File: src/rtl/irq_hub_pkg.sv
package irq_hub_pkg;
  localparam logic [1:0] ADDR_STAT = 2'd0;
  localparam logic [1:0] ADDR_EN   = 2'd1;
  localparam logic [1:0] ADDR_CFG  = 2'd2;
  localparam logic [1:0] ADDR_SWI  = 2'd3;

  localparam int N_DIRECT = 3;
  localparam int SRC_TMR  = 0;
  localparam int SRC_SW   = 1;
  localparam int SRC_RDY  = 2;

  localparam int CFG_MEN      = 0;
  localparam int CFG_POL      = 1;
  localparam int CFG_OD       = 2;
  localparam int CFG_STATE    = 3;
  localparam int CFG_DEAS_LSB = 4;
endpackage

File: src/rtl/irq_src_regs.sv
module irq_src_regs
  import irq_hub_pkg::*;
#(
  parameter int N_CASC = 4,
  parameter int DEAS_W = 8,
  parameter int REG_W  = 12,
  localparam int SRC_W = N_DIRECT + N_CASC
) (
  input  logic              clk,
  input  logic              rst_n,
  input  logic              reg_wr,
  input  logic [1:0]        reg_addr,
  input  logic [REG_W-1:0]  reg_wdata,
  output logic [REG_W-1:0]  reg_rdata,
  input  logic              evt_timer,
  input  logic              evt_ready,
  input  logic [N_CASC-1:0] casc_pend,
  input  logic              irq_state,
  output logic [SRC_W-1:0]  stat_vec,
  output logic [SRC_W-1:0]  en_vec,
  output logic              pend_any,
  output logic              cfg_men,
  output logic              cfg_pol,
  output logic              cfg_od,
  output logic [DEAS_W-1:0] cfg_deas
);
  logic wr_stat, wr_en, wr_cfg, wr_swi;
  logic [N_DIRECT-1:0] dir_evt, dir_q;
  logic [N_CASC-1:0]   casc_q;

  assign wr_stat = reg_wr && (reg_addr == ADDR_STAT);
  assign wr_en   = reg_wr && (reg_addr == ADDR_EN);
  assign wr_cfg  = reg_wr && (reg_addr == ADDR_CFG);
  assign wr_swi  = reg_wr && (reg_addr == ADDR_SWI);

  assign dir_evt[SRC_TMR] = evt_timer;
  assign dir_evt[SRC_SW]  = wr_swi && reg_wdata[0];
  assign dir_evt[SRC_RDY] = evt_ready;

  // latched sources: set wins over write-one-to-clear
  for (genvar g = 0; g < N_DIRECT; g++) begin : g_dir
    logic bit_q;
    always_ff @(posedge clk) begin
      if (!rst_n)                        bit_q <= 1'b0;
      else if (dir_evt[g])               bit_q <= 1'b1;
      else if (wr_stat && reg_wdata[g])  bit_q <= 1'b0;
    end
    assign dir_q[g] = bit_q;
  end

  always_ff @(posedge clk) begin
    if (!rst_n) begin
      casc_q   <= '0;
      en_vec   <= '0;
      cfg_men  <= 1'b0;
      cfg_pol  <= 1'b0;
      cfg_od   <= 1'b0;
      cfg_deas <= '0;
    end else begin
      casc_q <= casc_pend;
      if (wr_en) en_vec <= reg_wdata[SRC_W-1:0];
      if (wr_cfg) begin
        cfg_men  <= reg_wdata[CFG_MEN];
        cfg_pol  <= reg_wdata[CFG_POL];
        cfg_od   <= reg_wdata[CFG_OD];
        cfg_deas <= reg_wdata[CFG_DEAS_LSB +: DEAS_W];
      end
    end
  end

  assign stat_vec = {casc_q, dir_q};
  assign pend_any = cfg_men && (|(stat_vec & en_vec));

  always_comb begin
    reg_rdata = '0;
    unique case (reg_addr)
      ADDR_STAT: reg_rdata[SRC_W-1:0] = stat_vec;
      ADDR_EN:   reg_rdata[SRC_W-1:0] = en_vec;
      ADDR_CFG: begin
        reg_rdata[CFG_MEN]   = cfg_men;
        reg_rdata[CFG_POL]   = cfg_pol;
        reg_rdata[CFG_OD]    = cfg_od;
        reg_rdata[CFG_STATE] = irq_state;
        reg_rdata[CFG_DEAS_LSB +: DEAS_W] = cfg_deas;
      end
      default:   reg_rdata = '0;
    endcase
  end
endmodule

File: src/rtl/irq_deas_timer.sv
module irq_deas_timer #(
  parameter int DEAS_W   = 8,
  parameter int PRESCALE = 4,
  localparam int PRE_W   = (PRESCALE > 1) ? $clog2(PRESCALE) : 1
) (
  input  logic              clk,
  input  logic              rst_n,
  input  logic              load,
  input  logic [DEAS_W-1:0] interval,
  output logic              busy
);
  localparam logic [PRE_W-1:0] PRE_TOP = PRE_W'(PRESCALE - 1);

  logic [PRE_W-1:0]  pre_q;
  logic [DEAS_W-1:0] tick_q;

  always_ff @(posedge clk) begin
    if (!rst_n) begin
      pre_q  <= '0;
      tick_q <= '0;
    end else if (load) begin
      pre_q  <= PRE_TOP;
      tick_q <= interval;
    end else if (tick_q != '0) begin
      if (pre_q == '0) begin
        pre_q  <= PRE_TOP;
        tick_q <= tick_q - 1'b1;
      end else begin
        pre_q <= pre_q - 1'b1;
      end
    end
  end

  assign busy = (tick_q != '0);
endmodule

File: src/rtl/irq_pin_drv.sv
module irq_pin_drv (
  input  logic irq_state,
  input  logic cfg_pol,
  input  logic cfg_od,
  output logic irq_o,
  output logic irq_oe
);
  assign irq_o  = cfg_pol ? irq_state : ~irq_state;
  assign irq_oe = cfg_od ? irq_state : 1'b1;
endmodule

File: src/rtl/irq_hub.sv
module irq_hub
  import irq_hub_pkg::*;
#(
  parameter int N_CASC   = 4,
  parameter int DEAS_W   = 8,
  parameter int PRESCALE = 4,
  localparam int SRC_W   = N_DIRECT + N_CASC,
  localparam int REG_W   = (SRC_W > CFG_DEAS_LSB + DEAS_W) ? SRC_W : CFG_DEAS_LSB + DEAS_W
) (
  input  logic              clk,
  input  logic              rst_n,
  input  logic              reg_wr,
  input  logic [1:0]        reg_addr,
  input  logic [REG_W-1:0]  reg_wdata,
  output logic [REG_W-1:0]  reg_rdata,
  input  logic              evt_timer,
  input  logic              evt_ready,
  input  logic [N_CASC-1:0] casc_pend,
  output logic              irq_o,
  output logic              irq_oe
);
  logic [SRC_W-1:0]  stat_vec, en_vec;
  logic              pend_any, cfg_men, cfg_pol, cfg_od;
  logic [DEAS_W-1:0] cfg_deas;
  logic              irq_state, busy, fall;

  irq_src_regs #(.N_CASC(N_CASC), .DEAS_W(DEAS_W), .REG_W(REG_W)) u_regs (
    .clk, .rst_n, .reg_wr, .reg_addr, .reg_wdata, .reg_rdata,
    .evt_timer, .evt_ready, .casc_pend, .irq_state,
    .stat_vec, .en_vec, .pend_any, .cfg_men, .cfg_pol, .cfg_od, .cfg_deas
  );

  // fall of the asserted state, for any reason, arms the hold-off
  assign fall = irq_state && !pend_any;

  irq_deas_timer #(.DEAS_W(DEAS_W), .PRESCALE(PRESCALE)) u_timer (
    .clk, .rst_n, .load(fall), .interval(cfg_deas), .busy
  );

  always_ff @(posedge clk) begin
    if (!rst_n) irq_state <= 1'b0;
    else        irq_state <= pend_any && !busy;
  end

  irq_pin_drv u_pin (
    .irq_state, .cfg_pol, .cfg_od, .irq_o, .irq_oe
  );
endmodule

File: config.mk
export PLATFORM = sky130hd
export DESIGN_NAME = irq_hub
export DESIGN_NICKNAME = d
export VERILOG_FILES = /design/src/rtl/irq_hub_pkg.sv /design/src/rtl/irq_src_regs.sv /design/src/rtl/irq_deas_timer.sv /design/src/rtl/irq_pin_drv.sv /design/src/rtl/irq_hub.sv
export SDC_FILE = /design/constraint.sdc
export NUM_CORES = 1
export LEC_CHECK = 0
export BUFFER_PORTS_ARGS = -buffer_cell sky130_fd_sc_hd__buf_4
export CORE_ASPECT_RATIO = 0.8
export CORE_MARGIN = 5
export CORE_UTILIZATION = 53
export DETAILED_ROUTE_END_ITERATION = 10
export PLACE_DENSITY = 0.78
export SETUP_SLACK_MARGIN = 0.1
export SLEW_MARGIN = 20
export SYNTH_ARGS = -nofsm -noshare
export SYNTH_HDL_FRONTEND = slang
export SYNTH_SLANG_ARGS = --single-unit
File: constraint.sdc
create_clock -name clk -period 2.2 [get_ports clk]
set_input_delay 0.11 -clock clk [delete_from_list [all_inputs] [get_ports clk]]
set_output_delay 0.11 -clock clk [all_outputs]
set_load 0.02 [all_outputs]
==> insert_results.sql, run 1 <==
INSERT INTO impl_metrics (metric_group, metric, value, unit) VALUES
('yosys', 'ys_types', '35', ''),
('sta', 'period_share', '0.889', ''),
('clocking', 'clock_path_buffers', '2', ''),
('run_status', 'outcome', 'completed', ''),
('hold_path', 'min-delay-path-class', 'input pin to flop', ''),
('floorplan', 'start_util', '0.554', ''),
('worst_setup_path', 'setup.worst_path.end_class', 'flop', ''),
('worst_setup_path', 'critical_path.reg2reg.startpoint', 'u_timer.pre_q[0]', ''),
('detailed_routing', 'post-route-drc-count', '0', ''),
('detailed_routing', 'drt_pass1_iterations', '4', ''),
('global_routing', 'first_global_vias', '1499', ''),
('yosys', 'asyncSetResetFlopFracSynth', '0', ''),
('worst_setup_path', 'class_of_the_most_critical_setup_path', 'flop to flop', ''),
('global_routing', 'initial_antenna_violation_count', '0', ''),
('yosys', 'synth.net_count', '241', ''),
('worst_setup_path', 'reg2reg_setup_slack', '0.24', 'ns'),
('floorplan', 'floorplan.io_pins', '37', ''),
('cells_and_area', 'layout.cells.most_common_list', 'buf_4, dfxtp_1, nand2_1', ''),
('cells_and_area', 'fill_cells', '290', ''),
('sta', 'timing.setup.tns', '0', 'ns'),
('worst_setup_path', 'crit_fanout', '6', ''),
('sta', 'setup_clock_skew_after_layout', '0.00466', 'ns'),
('sta', 'finalMaxSlewViolations', '0', ''),
('cells_and_area', 'area_growth_syn_to_layout', '24.4', '%'),
('clocking', 'ctsResizeCount', '0', ''),
('cells_and_area', 'final_stage_net_count', '277', ''),
('place', 'placement.io_buffers', '36', ''),
('power', 'total_power_divided_by_cell_area', '969', 'nW/um^2'),
('yosys', 'post_synth_inst_count', '215', ''),
('place', 'routabilityCongestion', '0.830', ''),
('sta', 'period_needed', '1.96', 'ns'),
('floorplan', 'std_cell_rows', '18', ''),
('yosys', 'avgSynthCellArea', '8.00', 'um^2'),
('hold_path', 'worstHoldPathCells', '3', ''),
('yosys', 'synth-edff-count', '0', ''),
('sta', 'setup_viol', '0', ''),
('yosys', 'top_ff_cell_synth', 'dfxtp_1', ''),
('yosys', 'synth_seq_cells', '36', ''),
('global_routing', 'grt.total_usage', '0.209', ''),
('cells_and_area', 'commonest_non_fill_non_tap_cell_in_the_layout', 'buf_4', ''),
('worst_setup_path', 'cp_data_arrival_time', '2.14', 'ns'),
('worst_setup_path', 'r2r-end', 'u_timer.tick_q[7]', ''),
('global_routing', 'global_route.overflow_total', '0', ''),
('floorplan', 'floorplan.core_area', '3110', 'um^2'),
('clocking', 'insertion_delay', '0.28', 'ns'),
('yosys', 'yosys_warnings', '0', ''),
('worst_setup_path', 'cp_data_required_time', '2.38', 'ns'),
('clocking', 'numCtsBuffers', '5', ''),
('floorplan', 'die-width', '73.7', 'um'),
('floorplan', 'floorplan.die_area', '4490', 'um^2'),
('worst_setup_path', 'cp-start-kind', 'flop', ''),
('sta', 'worst-slew-pin-transition', '0.487', 'ns'),
('power', 'peakVddDrop', '0.000557', 'V'),
('sta', 'timing.slew.headroom', '0.673', ''),
('sta', 'max_freq', '511', 'MHz'),
('worst_setup_path', 'r2r_cells', '5', ''),
('yosys', 'synth_top_cells_by_area', 'dfxtp_1, a21oi_1, nand2_1, nand3_1, mux2i_1', ''),
('power', 'power_leakage', '0.862', 'nW'),
('clocking', 'path_clk_slew', '0.07', 'ns'),
('yosys', 'yosysSeqAreaShare', '0.419', ''),
('clocking', 'cts_sinks', '36', ''),
('detailed_routing', 'post_drt_via_cell_ratio', '5.54', ''),
('yosys', 'synthDominantCellAreaShare', '0.419', ''),
('global_routing', 'grt_start_max_net_pins', '24', ''),
('place', 'place.detailed.hpwl', '2990', 'um'),
('clocking', 'cts.root.buffer_cell', 'clkbuf_8', ''),
('sta', 'report.final.hold_viol_count', '0', ''),
('sta', 'rsz0062_at_grt', 'no', ''),
('hold_path', 'min-delay-start', 'evt_timer', ''),
('flow_run', 'timing.max_cap.violations', '0', ''),
('clocking', 'post_cts_buffers', '0', '');
[cell usage after synthesis, types with 2 or more instances]
master / instances
inv_1: 5
nor2_1: 5
mux2i_1: 7
nand3b_1: 2
mux2_2: 2
xnor2_1: 4
nand2b_1: 2
and2_1: 10
a21boi_0: 2
nor3_1: 2
nand3_1: 18
dfxtp_1: 36
nor2b_1: 5
a21oi_1: 31
a22oi_1: 3
nand2_1: 34
a211oi_1: 2
o21ai_0: 13
ha_1: 3
nor3b_1: 2
clkbuf_1: 12
a31oi_1: 2
[metrics by stage]
stage	power [W]	instance area (um^2)	setup WS, ns	util	cells
after CTS	0.00207	2140	0.239	0.689	292
after floorplan	0.00132	1720	0.369	-	215
final	0.00207	2140	0.245	0.689	292
after detailed placement	0.00150	2030	0.235	0.654	284
after global placement	0.00150	2030	0.293	0.654	284
after global routing	0.00221	2140	0.133	0.689	292
[how the worst max path moves through the flow]
stage	depth (start not counted)	from	endpoint	slack, ns
floorplan	5	u_timer.pre_q[0]	u_timer.tick_q[7]	0.37
global placement	5	u_timer.pre_q[0]	u_timer.tick_q[7]	0.29
detailed placement	5	u_timer.pre_q[0]	u_timer.tick_q[7]	0.23
CTS	5	u_timer.pre_q[0]	u_timer.tick_q[7]	0.24
global route	5	u_timer.pre_q[0]	u_timer.tick_q[7]	0.13
finish	5	u_timer.pre_q[0]	u_timer.tick_q[7]	0.24
[critical path, stage by stage (launching register included)]
cell and delay, ns:
dfxtp_1 0.31, inv_1 0.05, ha_1 0.22, or4b_1 0.52, or4_1 0.49, a311oi_1 0.26
[area by class of cell]
type / count / area (um^2) / area share
Multi-Input combinational cell: 161 / 932 / 0.435
Sequential cell: 36 / 721 / 0.337
Timing Repair Buffer: 41 / 308 / 0.144
Clock buffer: 6 / 72.6 / 0.0339
Tap cell: 40 / 50.0 / 0.0234
Clock inverter: 2 / 35.0 / 0.0164
Inverter: 6 / 22.5 / 0.0105
[cells by family (layout without fill, tap and decap cells)]
logic type,Yosys count,after routing,share of synthesized area
AOI/OAI and AO/OA,59,59,0.199
xor gates and xnor gates,4,4,0.0204
adders and majority gates,3,3,0.0218
buffers and inverters,18,55,0.0393
DFF,36,36,0.419
muxes,9,9,0.0538
and+or+nand+nor,86,86,0.247
[layer usage]
| metal | share of wire | GRT usage | vias to the layer above |
|---|---|---|---|
| met5 | 0 | 0 | - |
| met4 | 0.0088 | 0.0698 | 0 |
| met3 | 0.078 | 0.0497 | 4 |
| met2 | 0.44 | 0.324 | 52 |
| met1 | 0.47 | 0.287 | 729 |
| li1 | - | - | 832 |
[registers in the layout, indices dropped and copies added, names as in the netlist]
name,cells
irq_state,1
u_regs.casc_q,4
u_regs.cfg_deas,8
u_regs.cfg_men,1
u_regs.cfg_od,1
u_regs.cfg_pol,1
u_regs.en_vec,7
u_regs.g_dir.bit_q,3
u_timer.pre_q,2
u_timer.tick_q,8
[power breakdown]
group | total [W] | switching (W) | internal (W)
registers | 0.000807 | 0.0000681 | 0.000739
clock network | 0.000570 | 0.000233 | 0.000336
logic | 0.000697 | 0.000353 | 0.000345
No activity file was read; power rests on OpenSTA's default activity.
==> run 2: changes to the inputs <==
--- a/config.mk
+++ b/config.mk
@@ -6,11 +6,13 @@
 export NUM_CORES = 1
 export LEC_CHECK = 0
 export BUFFER_PORTS_ARGS = -buffer_cell sky130_fd_sc_hd__buf_4
+export CELL_PAD_IN_SITES_DETAIL_PLACEMENT = 0
+export CELL_PAD_IN_SITES_GLOBAL_PLACEMENT = 1
 export CORE_ASPECT_RATIO = 0.8
 export CORE_MARGIN = 5
-export CORE_UTILIZATION = 53
+export CORE_UTILIZATION = 39
 export DETAILED_ROUTE_END_ITERATION = 10
-export PLACE_DENSITY = 0.78
+export PLACE_DENSITY_LB_ADDON = 0.1
 export SETUP_SLACK_MARGIN = 0.1
 export SLEW_MARGIN = 20
 export SYNTH_ARGS = -nofsm -noshare
==> insert_results.sql, run 2 (synthesis results as in run 1) <==
INSERT INTO impl_metrics (metric_group, metric, value, unit) VALUES
('sta', 'setup_viol', '0', ''),
('cells_and_area', 'reg_top3', 'u_regs.cfg_deas x8, u_timer.tick_q x8, u_regs.en_vec x7', ''),
('cells_and_area', 'layout-drive-gt1-share', '0.218', ''),
('cells_and_area', 'area_growth_syn_to_layout', '24.9', '%'),
('flow_run', 'timing.max_cap.violations', '0', ''),
('run_status', 'outcome', 'completed', ''),
('global_routing', 'grt.total_usage', '0.161', ''),
('detailed_routing', 'wl', '4560', 'um'),
('detailed_routing', 'drt_pass1_iterations', '4', ''),
('sta', 'worst-slew-pin-transition', '0.504', 'ns'),
('floorplan', 'die_height', '69.4', 'um'),
('sta', 'setup_clock_skew_after_layout', '0.00783', 'ns'),
('sta', 'finalMaxSlewViolations', '0', ''),
('cells_and_area', 'final_stage_net_count', '277', ''),
('cells_and_area', 'commonest_non_fill_non_tap_cell_in_the_layout', 'buf_4', ''),
('worst_setup_path', 'crit_fanout', '6', ''),
('hold_path', 'min-delay-start', 'casc_pend[3]', ''),
('clocking', 'holdBufCountCts', '0', ''),
('global_routing', 'wire_length_of_the_first_global_routing_pass', '7660', 'um'),
('power', 'peakVddDrop', '0.000410', 'V'),
('sta', 'rsz0062_at_grt', 'no', ''),
('worst_setup_path', 'critical_path.reg2reg.startpoint', 'u_timer.pre_q[0]', ''),
('cells_and_area', 'layout.cells.most_common_list', 'buf_4, dfxtp_1, nand2_1', ''),
('clocking', 'post_cts_buffers', '0', ''),
('detailed_routing', 'wl_per_cell', '14.7', 'um'),
('worst_setup_path', 'cp_data_arrival_time', '2.09', 'ns'),
('detailed_routing', 'post-route-drc-count', '0', ''),
('cells_and_area', 'fill_cells', '435', ''),
('sta', 'max_freq', '528', 'MHz'),
('detailed_routing', 'first_iter_violations', '115', ''),
('worst_setup_path', 'startpoint', 'u_timer.pre_q[0]', ''),
('sta', 'timing.slew.headroom', '0.663', ''),
('place', 'post-place-cells', '301', ''),
('clocking', 'clock_path_buffers', '2', ''),
('global_routing', 'initial_antenna_violation_count', '0', ''),
('floorplan', 'std_cell_rows', '21', ''),
('place', 'placement.io_buffers', '36', ''),
('global_routing', 'global_route.overflow_total', '0', ''),
('cells_and_area', 'antenna_cells', '0', ''),
('sta', 'period_share', '0.861', ''),
('detailed_routing', 'final_antenna_net_count', '0', ''),
('clocking', 'path_clk_slew', '0.08', 'ns'),
('worst_setup_path', 'cp_data_required_time', '2.40', 'ns'),
('floorplan', 'start_util', '0.407', ''),
('sta', 'period_needed', '1.89', 'ns'),
('floorplan', 'floorplan.io_pins', '37', ''),
('clocking', 'cts_sinks', '36', ''),
('place', 'place.detailed.hpwl', '3220', 'um'),
('hold_path', 'min-delay-path-class', 'input pin to flop', ''),
('global_routing', 'grt_start_max_net_pins', '24', ''),
('worst_setup_path', 'class_of_the_most_critical_setup_path', 'flop to flop', ''),
('clocking', 'numCtsBuffers', '5', ''),
('clocking', 'cts_tree', 'done', ''),
('floorplan', 'floorplan.die_area', '5850', 'um^2'),
('cells_and_area', 'postLayoutCellArea', '2150', 'um^2'),
('floorplan', 'die-width', '84.3', 'um'),
('place', 'routabilityCongestion', '0.833', ''),
('sta', 'timing.setup.tns', '0', 'ns'),
('detailed_routing', 'count_of_vias_placed_by_the_detailed_router', '1625', ''),
('detailed_routing', 'post_drt_via_cell_ratio', '5.26', ''),
('global_routing', 'first_global_vias', '1570', ''),
('cells_and_area', 'final_cells', '309', ''),
('sta', 'report.final.hold_viol_count', '0', ''),
('power', 'power_leakage', '0.855', 'nW'),
('clocking', 'insertion_delay', '0.29', 'ns'),
('clocking', 'htree_num_levels', '2', ''),
('floorplan', 'floorplan.core_area', '4230', 'um^2'),
('power', 'total_power_divided_by_cell_area', '931', 'nW/um^2'),
('clocking', 'cts.root.buffer_cell', 'clkbuf_8', ''),
('worst_setup_path', 'cp-start-kind', 'flop', ''),
('worst_setup_path', 'setup.worst_path.end_class', 'flop', ''),
('place', 'placed_area', '2050', 'um^2');
[run 2: cell count changes in the layout (fill, tap and decap cells not counted), sizes merged]
cell | before | now
clkinv | 2 | 4
bufinv | 1 | 0
clkbuf | 6 | 5
[run 2: final cells by class]
class                           instances  area [um^2]  area share
Multi-Input combinational cell        161          938       0.437
Sequential cell                        36          721       0.335
Timing Repair Buffer                   41          308       0.143
Tap cell                               57         71.3      0.0332
Clock buffer                            5         68.8      0.0320
Inverter                                6         22.5      0.0105
Clock inverter                          3         18.8     0.00874
[run 2: path summary, 6_finish.rpt]
path	slack, ns	to	cells past startpoint
min	0.02	u_regs.casc_q[3]	2
max	0.31	u_timer.tick_q[7]	5
min reg2reg	0.47	u_regs.cfg_deas[4]	2
max reg2reg	0.31	u_timer.tick_q[7]	5
[run 2: stage by stage]
stage	util	hold WS [ns]	setup WS (ns)	total power [W]
after floorplan	-	0.227	0.369	0.00132
final	0.508	0.0230	0.307	0.00200
after global routing	0.508	0.0212	0.135	0.00215
after global placement	0.486	0.317	0.285	0.00152
after detailed placement	0.486	0.321	0.248	0.00152
after CTS	0.506	0.0219	0.246	0.00199
[run 2: power by group]
group	switching, W	total, W	leakage [nW]	internal [W]
sequential	0.0000668	0.000806	0.295	0.000739
combinational	0.000371	0.000729	0.512	0.000359
clock	0.000245	0.000466	0.0479	0.000221
[run 2: layer usage]
layer	GRT usage	share of wire	up-vias
met5	0	0	-
met4	0.0321	0.0068	0
met3	0.0534	0.057	4
met2	0.236	0.40	43
met1	0.228	0.54	755
li1	-	-	823
[run 2: worst max-delay path: stages, from the launching register on]
cell and delay (ns):
dfxtp_1 0.32, inv_1 0.05, ha_2 0.21, or4b_4 0.50
or4_1 0.47, a311oi_1 0.25
[run 2: repair_timing]
item | in CTS | in global routing
setup endpoints to repair | 0 | 1
hold endpoints to repair | 0 | 0
gates resized for setup | 0 | 2
